`config.mk`:
```
export PLATFORM = sky130hd
export DESIGN_NAME = opcu_top
export DESIGN_NICKNAME = d
export VERILOG_FILES = /design/src/rtl/opcu_pkg.sv /design/src/rtl/opcu_op_hold.sv /design/src/rtl/opcu_src_slot.sv /design/src/rtl/opcu_res_slot.sv /design/src/rtl/opcu_top.sv
export SDC_FILE = /design/constraint.sdc
export NUM_CORES = 1
export LEC_CHECK = 0
export BUFFER_PORTS_ARGS = -buffer_cell sky130_fd_sc_hd__buf_2
export CAP_MARGIN = 20
export CORE_ASPECT_RATIO = 1.4
export CORE_MARGIN = 5
export CORE_UTILIZATION = 45
export DETAILED_ROUTE_END_ITERATION = 7
export PLACE_DENSITY = 0.81
export SETUP_SLACK_MARGIN = 0.3
export SYNTH_ARGS = -nofsm -noshare
export SYNTH_HDL_FRONTEND = slang
export SYNTH_SLANG_ARGS = --single-unit
```
`constraint.sdc`:
```
create_clock -name clk -period 4.2 [get_ports clk]
set_clock_uncertainty 0.15 [all_clocks]
set_input_delay 1.26 -clock clk [delete_from_list [all_inputs] [get_ports clk]]
set_output_delay 1.26 -clock clk [all_outputs]
set_load 0.05 [all_outputs]
```
`src/rtl/opcu_pkg.sv`:
```
package opcu_pkg;

  localparam int NSRC = 2;

  typedef enum logic [1:0] {
    PH_IDLE    = 2'd0,
    PH_COLLECT = 2'd1,
    PH_AWAIT   = 2'd2,
    PH_STORE   = 2'd3
  } opcu_phase_e;

  // Which sources need a register read for a freshly issued operation.
  function automatic logic [NSRC-1:0] read_need(input logic zero_a,
                                                input logic imm_vld,
                                                input logic [NSRC-1:0] mask);
    logic [NSRC-1:0] n;
    n[0] = !zero_a && !mask[0];
    n[1] = !imm_vld && !mask[1];
    return n;
  endfunction

endpackage

```
`src/rtl/opcu_op_hold.sv`:
```
module opcu_op_hold #(
  parameter int DW = 16,
  parameter int KW = 2
) (
  input  logic          clk,
  input  logic          rst,
  input  logic          load_i,
  input  logic [KW-1:0] kind_i,
  input  logic          inv_i,
  input  logic [DW-1:0] imm_i,
  input  logic          imm_vld_i,
  output logic [KW-1:0] kind_q,
  output logic          inv_q,
  output logic [DW-1:0] imm_q,
  output logic          imm_vld_q
);

  always_ff @(posedge clk) begin
    if (rst) begin
      kind_q    <= '0;
      inv_q     <= 1'b0;
      imm_q     <= '0;
      imm_vld_q <= 1'b0;
    end else if (load_i) begin
      kind_q    <= kind_i;
      inv_q     <= inv_i;
      imm_q     <= imm_i;
      imm_vld_q <= imm_vld_i;
    end
  end

endmodule

```
`src/rtl/opcu_src_slot.sv`:
```
module opcu_src_slot #(
  parameter int DW = 16
) (
  input  logic          clk,
  input  logic          rst,
  input  logic          start_i,
  input  logic          need_i,
  input  logic          go_i,
  input  logic [DW-1:0] dat_i,
  output logic          rel_o,
  output logic          got_o,
  output logic [DW-1:0] val_o
);

  always_ff @(posedge clk) begin
    if (rst) begin
      rel_o <= 1'b0;
      got_o <= 1'b0;
      val_o <= '0;
    end else if (start_i) begin
      rel_o <= need_i;
      got_o <= !need_i;
      val_o <= '0;
    end else if (rel_o && go_i) begin
      rel_o <= 1'b0;
      got_o <= 1'b1;
      val_o <= dat_i;
    end
  end

endmodule

```
`src/rtl/opcu_res_slot.sv`:
```
module opcu_res_slot #(
  parameter int DW = 16
) (
  input  logic          clk,
  input  logic          rst,
  input  logic          arm_i,
  input  logic          res_valid_i,
  input  logic [DW-1:0] res_i,
  output logic          res_ready_o,
  input  logic          wr_go_i,
  output logic          wr_rel_o,
  output logic [DW-1:0] wr_dat_o
);

  logic full_q;

  assign res_ready_o = arm_i && !full_q;
  assign wr_rel_o    = full_q;

  always_ff @(posedge clk) begin
    if (rst) begin
      full_q   <= 1'b0;
      wr_dat_o <= '0;
    end else if (res_valid_i && res_ready_o) begin
      full_q   <= 1'b1;
      wr_dat_o <= res_i;
    end else if (full_q && wr_go_i) begin
      full_q <= 1'b0;
    end
  end

endmodule

```
`src/rtl/opcu_top.sv`:
```
module opcu_top
  import opcu_pkg::*;
#(
  parameter int DW = 16,
  parameter int KW = 2
) (
  input  logic            clk,
  input  logic            rst,
  input  logic            issue_i,
  input  logic [KW-1:0]   kind_i,
  input  logic            inv_i,
  input  logic [DW-1:0]   imm_i,
  input  logic            imm_vld_i,
  input  logic            zero_a_i,
  input  logic [1:0]      rd_mask_i,
  output logic            busy_o,
  output logic [1:0]      src_rel_o,
  input  logic [1:0]      src_go_i,
  input  logic [2*DW-1:0] src_dat_i,
  output logic            exe_valid_o,
  input  logic            exe_ready_i,
  output logic [DW-1:0]   exe_a_o,
  output logic [DW-1:0]   exe_b_o,
  output logic [KW-1:0]   exe_kind_o,
  input  logic            exe_res_valid_i,
  output logic            exe_res_ready_o,
  input  logic [DW-1:0]   exe_res_i,
  output logic            wr_rel_o,
  input  logic            wr_go_i,
  output logic [DW-1:0]   wr_dat_o
);

  opcu_phase_e     phase_q;
  logic            start;
  logic [NSRC-1:0] need_now;
  logic [NSRC-1:0] got;
  logic [DW-1:0]   val [NSRC];
  logic            inv_q;
  logic [DW-1:0]   imm_q;
  logic            imm_vld_q;
  logic            all_got;
  logic            res_take;

  assign start    = issue_i && (phase_q == PH_IDLE);
  assign need_now = read_need(zero_a_i, imm_vld_i, rd_mask_i);

  opcu_op_hold #(.DW(DW), .KW(KW)) u_hold (
    .clk       (clk),
    .rst       (rst),
    .load_i    (start),
    .kind_i    (kind_i),
    .inv_i     (inv_i),
    .imm_i     (imm_i),
    .imm_vld_i (imm_vld_i),
    .kind_q    (exe_kind_o),
    .inv_q     (inv_q),
    .imm_q     (imm_q),
    .imm_vld_q (imm_vld_q)
  );

  for (genvar p = 0; p < NSRC; p++) begin : g_src
    opcu_src_slot #(.DW(DW)) u_slot (
      .clk     (clk),
      .rst     (rst),
      .start_i (start),
      .need_i  (need_now[p]),
      .go_i    (src_go_i[p]),
      .dat_i   (src_dat_i[p*DW +: DW]),
      .rel_o   (src_rel_o[p]),
      .got_o   (got[p]),
      .val_o   (val[p])
    );
  end

  assign all_got     = &got;
  assign exe_valid_o = (phase_q == PH_COLLECT) && all_got;
  assign exe_a_o     = inv_q ? ~val[0] : val[0];
  assign exe_b_o     = imm_vld_q ? imm_q : val[1];
  assign busy_o      = (phase_q != PH_IDLE);
  assign res_take    = exe_res_valid_i && exe_res_ready_o;

  opcu_res_slot #(.DW(DW)) u_res (
    .clk         (clk),
    .rst         (rst),
    .arm_i       (phase_q == PH_AWAIT),
    .res_valid_i (exe_res_valid_i),
    .res_i       (exe_res_i),
    .res_ready_o (exe_res_ready_o),
    .wr_go_i     (wr_go_i),
    .wr_rel_o    (wr_rel_o),
    .wr_dat_o    (wr_dat_o)
  );

  always_ff @(posedge clk) begin
    if (rst) begin
      phase_q <= PH_IDLE;
    end else begin
      unique case (phase_q)
        PH_IDLE:    if (issue_i) phase_q <= PH_COLLECT;
        PH_COLLECT: if (exe_valid_o && exe_ready_i) phase_q <= PH_AWAIT;
        PH_AWAIT:   if (res_take) phase_q <= PH_STORE;
        PH_STORE:   if (wr_rel_o && wr_go_i) phase_q <= PH_IDLE;
        default:    phase_q <= PH_IDLE;
      endcase
    end
  end

endmodule

```
Yosys cells after proc, flatten, opt, wreduce, memory -nomap -nowiden
Index checks and enable logic that the tools add are counted.

word-level totals
  bits in registers = 75
  input bits = 79
  output and inout bits = 56
  logic and storage cells = 63

operators by class
  eq/ne operators = 7
  mux-type cells = 17
  bitwise operators = 1
  reductions and logical operators = 25

operators with widths
  operator              number
  $mux W16              2
  $not A16 Y16          1
  $logic_and A1 B1 Y1   10
  $mux W1               10
  $mux W2               4
  $pmux W2 S4           1
  $reduce_bool A2 Y1    4
  $logic_not A1 Y1      7
  $ne A2 B2 Y1 const B  3
  $eq A2 B2 Y1 const B  2
  $reduce_and A4 Y1     1
  $eq A2 B1 Y1 const B  1
  $logic_not A2 Y1      1
  $ne A2 B1 Y1 const B  1
  $reduce_and A2 Y1     1
  $reduce_or A2 Y1      1

Logic depth before layout (Yosys ltp)
  word-level depth = 5
  gate-level depth with buffers = 8
  gate-level depth less buffers = 6

Hierarchy
A second synthesis with hierarchy kept.

second synthesis, totals
  cell total of the unflattened synthesis = 364
  area total of the unflattened synthesis = 3666.0 um^2

modules (own cells, without submodules)
  module         instances  cells an instance  area an instance (um^2)  seq. area each (um^2)
  opcu_src_slot  2          82                 819.5                    360.3
  opcu_res_slot  1          74                 775.7                    340.3
  opcu_op_hold   1          64                 705.7                    400.4
  opcu_top       1          62                 545.5                    40.0

Worst setup path after synthesis
Ideal clock, no wire load.

  path type = reg2out
  from = register u_hold.inv_q
  to = output exe_a_o[10]
  data arrival time = 1.531 ns
  required time = 2.790 ns
  path slack = 1.259 ns
  stages on the path, launching flop included = 4
  path buffers = 2
  path through = dfxtp_1 buf_2 buf_2 xor2_1

on the way
  longest elaborated chain between the ends = 1

RTL lines
  element                 line                source
  from (decl)             opcu_op_hold.sv:13  output logic inv_q,
  from (signal assigned)  opcu_op_hold.sv:26  inv_q <= inv_i;
  $mux W16                opcu_top.sv:77      assign exe_a_o = inv_q ? ~val[0] : val[0];
  to (decl)               opcu_top.sv:22      output logic [DW-1:0] exe_a_o,

Every way passes these cells.

Worst setup path after layout
  from = register u_hold.imm_vld_q
  to = output exe_b_o[2]

on the way
  longest elaborated chain between the ends = 1

RTL lines
  element                 line                source
  from (decl)             opcu_op_hold.sv:15  output logic imm_vld_q
  from (signal assigned)  opcu_op_hold.sv:28  imm_vld_q <= imm_vld_i;
  $mux W16                opcu_top.sv:78      assign exe_b_o = imm_vld_q ? imm_q : val[1];
  to (decl)               opcu_top.sv:23      output logic [DW-1:0] exe_b_o,

Every way passes these cells.

==> impl_metrics.yaml <==
run_status:
  status: "finished, final reports clean"
setup_path:
  cp_slowest_cell: "dfxtp_1"
  crit_path_max_incr_delay_ns: 0.87
  critPathLaunchType: "flop"
  reg2reg_slack_ns: 2.27
  path_cells: "mux2_2 -> buf_2"
  critPathRequiredTime_ns: 2.79
  crit_type: "reg -> out"
  critPathMaxFanout: 17
  crit_arrival_ns: 1.82
  end_kind: "primary output"
synthesis:
  ys_top_cells_by_area: "dfxtp_1 49%, nand2_1 17%, a21oi_1 11%"
  synth_most_common_cell: "nand2_1"
  syn_nets: 466
  synth_ff_type: "dfxtp_1"
  yosys.area.top_type: "dfxtp_1"
  ys_ff_latch: 75
  postSynthAreaPerCell_um2: 8.03
  synth_area_mm2: 0.00307
  synth_common_cells: "141 x nand2_1, 75 x dfxtp_1, 70 x a21oi_1"
  ys_seq_area_share_pct: 48.9
  netlist_instances: 382
  async_flop_share_pct: 0
  synthDistinctLibCells: 23
  synth_top_area_share_pct: 48.9
  synth_edf_count: 0
  yosysWarningCount: 0
clock_network:
  holdBufCountCts: 0
  cts_tree: "built"
  cts-buffers-inserted: 9
  root_buffer: "clkbuf_8"
  cts.htree.levels: 3
  clk_latency_ns: 0.33
  cts_resized: 0
  post_cts_buffers: 0
  clock_sinks: 75
  path_clk_slew_ns: 0.07
  clockBufferDepth: 2
global_routing:
  grt_max_degree: 46
  grt_util_met2_pct: 32.0
  first_global_vias: 2817
  grt_use_met3_pct: 4.94
  antenna_found_initial: 0
  grt_use_met1_pct: 21.1
  track_usage_pct: 18.6
  grt_pass1_wl_um: 12700
  overflow: 0
  top_usage_layer: "met2"
pwr:
  peakVddDrop_mv: 0.490
  pwr-share-seq_pct: 40.8
  combinationalPowerShare_pct: 33.7
  switchingPower_uw: 819
  p_sw_share_pct: 39.2
  cellLeakagePower_uw: 0.00184
  power_frac_clock_pct: 25.5
  p_int_uw: 1270
  powerDensity_mw_per_mm2: 529
drt:
  wl_per_cell_um: 13.5
  drc_errors: 0
  ant_nets: 0
  vias_per_cell: 4.85
  vias: 2903
  wl_um: 8080
  drt_iter0_drc: 84
  first_pass_iters: 4
placement:
  io_buffers: 134
  dpl_cell_area_mm2: 0.00375
  pre_cts_ws_ns: 1.32
  place_hpwl_um: 6090
  gp_congestion: 0.787
timing:
  fin_crit_ns: 3.23
  fmax_mhz: 310
  setup_viol: 0
  setup_slack_ns: 0.969
  fin_tns_setup_ns: 0
  finalCritPeriodShare_pct: 76.9
  hold_viol: 0
  slew-limit-headroom_pct: 42.3
  tightest_slew_ns: 0.865
  drv_slew: 0
  grt_setup_unrepaired: "no"
layout:
  fin_area_mm2: 0.00395
  area_growth_pct: 28.6
  diodes: 0
  drive_gt1_share_pct: 33.1
  fillers: 586
  fin_nets: 587
floorplan:
  dieArea_mm2: 0.00859
  core_area_mm2: 0.00661
  fp-row-count: 35
  fp.dieH_um: 108
  start_util_pct: 46.4
  pin_count: 135
  die_w_um: 79.8
min_path:
  hold_path_class: "reg -> reg"
run:
  maxCapViolations: 0
-- per-layer routing --
layer  share of wire, %  vias to the layer above
met5                  0                        -
met4                2.6                        0
met3                7.2                       20
met2                 49                       98
met1                 41                     1312
li1                   -                     1473
-- state kept, by name, summed over array words and instances, names as in the netlist --
name,flops
g_src.u_slot.val_o,32
u_hold.imm_q,16
u_res.wr_dat_o,16
g_src.u_slot.got_o,2
g_src.u_slot.rel_o,2
phase_q,2
u_hold.kind_q,2
u_hold.imm_vld_q,1
u_hold.inv_q,1
u_res.wr_rel_o,1
-- cell type report --
| class | count | area [um^2] | share of cell area, % |
|---|---|---|---|
| multi-input combinational | 275 | 1430 | 36.1 |
| inverter | 5 | 18.8 | 0.476 |
| timing repair buffer | 137 | 693 | 17.6 |
| tap | 92 | 115 | 2.92 |
| clock buffer | 10 | 138 | 3.49 |
| sequential | 75 | 1500 | 38.1 |
| clock inverter | 5 | 53.8 | 1.36 |
-- critical path, delay by kind of cell, from the launching register on --
| family | cells | cell delay [ns] |
|---|---|---|
| multiplexers | 1 | 0.41 |
| buffers and inverters | 1 | 0.21 |
| flip-flops | 1 | 0.87 |
-- cells in the final DEF (no fill, tap or decap), drive strengths merged --
cell type and count:
a211oi 1, and2 5, and2b 1, clkbuf 10
a21oi 70, clkinv 4, o31ai 1, xor2 16
and3 1, bufinv 1, ha 5, nand4b 1
buf 137, inv 5, mux2 16, nand2b 4
dfxtp 75, nand2 141, nor2 3, nor3 6
a222oi 1, nand3 1, a31oi 2
-- power groups by stage --
stage | logic [uW] | registers (uW) | clock network (uW)
after floorplan | 487 | 904 | 0
after global placement | 689 | 864 | 0
after detailed placement | 704 | 867 | 0
after CTS | 706 | 852 | 545
after global routing | 758 | 862 | 576
final | 703 | 852 | 533
-- worst paths after layout --
kind / startpoint / end / cells past startpoint
setup / recovery: u_hold.imm_vld_q / exe_b_o[2] / 2
hold / removal: u_res.wr_dat_o[10] / u_res.wr_dat_o[10] / 2
setup reg to reg: phase_q[0] / g_src[0].u_slot.got_o / 6
hold reg to reg: u_res.wr_dat_o[10] / u_res.wr_dat_o[10] / 2
-- through the flow --
| stage | instances | total power, uW | hold WS [ns] | utilization (%) |
|---|---|---|---|---|
| 4_1_cts | 599 | 2100 | 0.304 | 59.7 |
| 2_1_floorplan | 382 | 1390 | 0.283 | - |
| 3_3_place_gp | 584 | 1550 | 0.290 | 56.8 |
| 3_5_place_dp | 584 | 1570 | 0.295 | 56.8 |
| 6_report | 599 | 2090 | 0.303 | 59.7 |
| 5_1_grt | 599 | 2200 | 0.323 | 59.7 |
-- cells by family (layout without fill, tap and decap cells) --
| group | count (synthesis) | count (layout) | synth area share, % |
|---|---|---|---|
| buf+inv | 32 | 157 | 4.61 |
| flops | 75 | 75 | 48.9 |
| compound gates | 75 | 75 | 12.6 |
| fa+ha+maj | 5 | 5 | 2.04 |
| simple gates | 163 | 163 | 21.3 |
| mux | 16 | 16 | 5.87 |
| xor+xnor | 16 | 16 | 4.57 |
No activity file was read; power rests on OpenSTA's default activity.
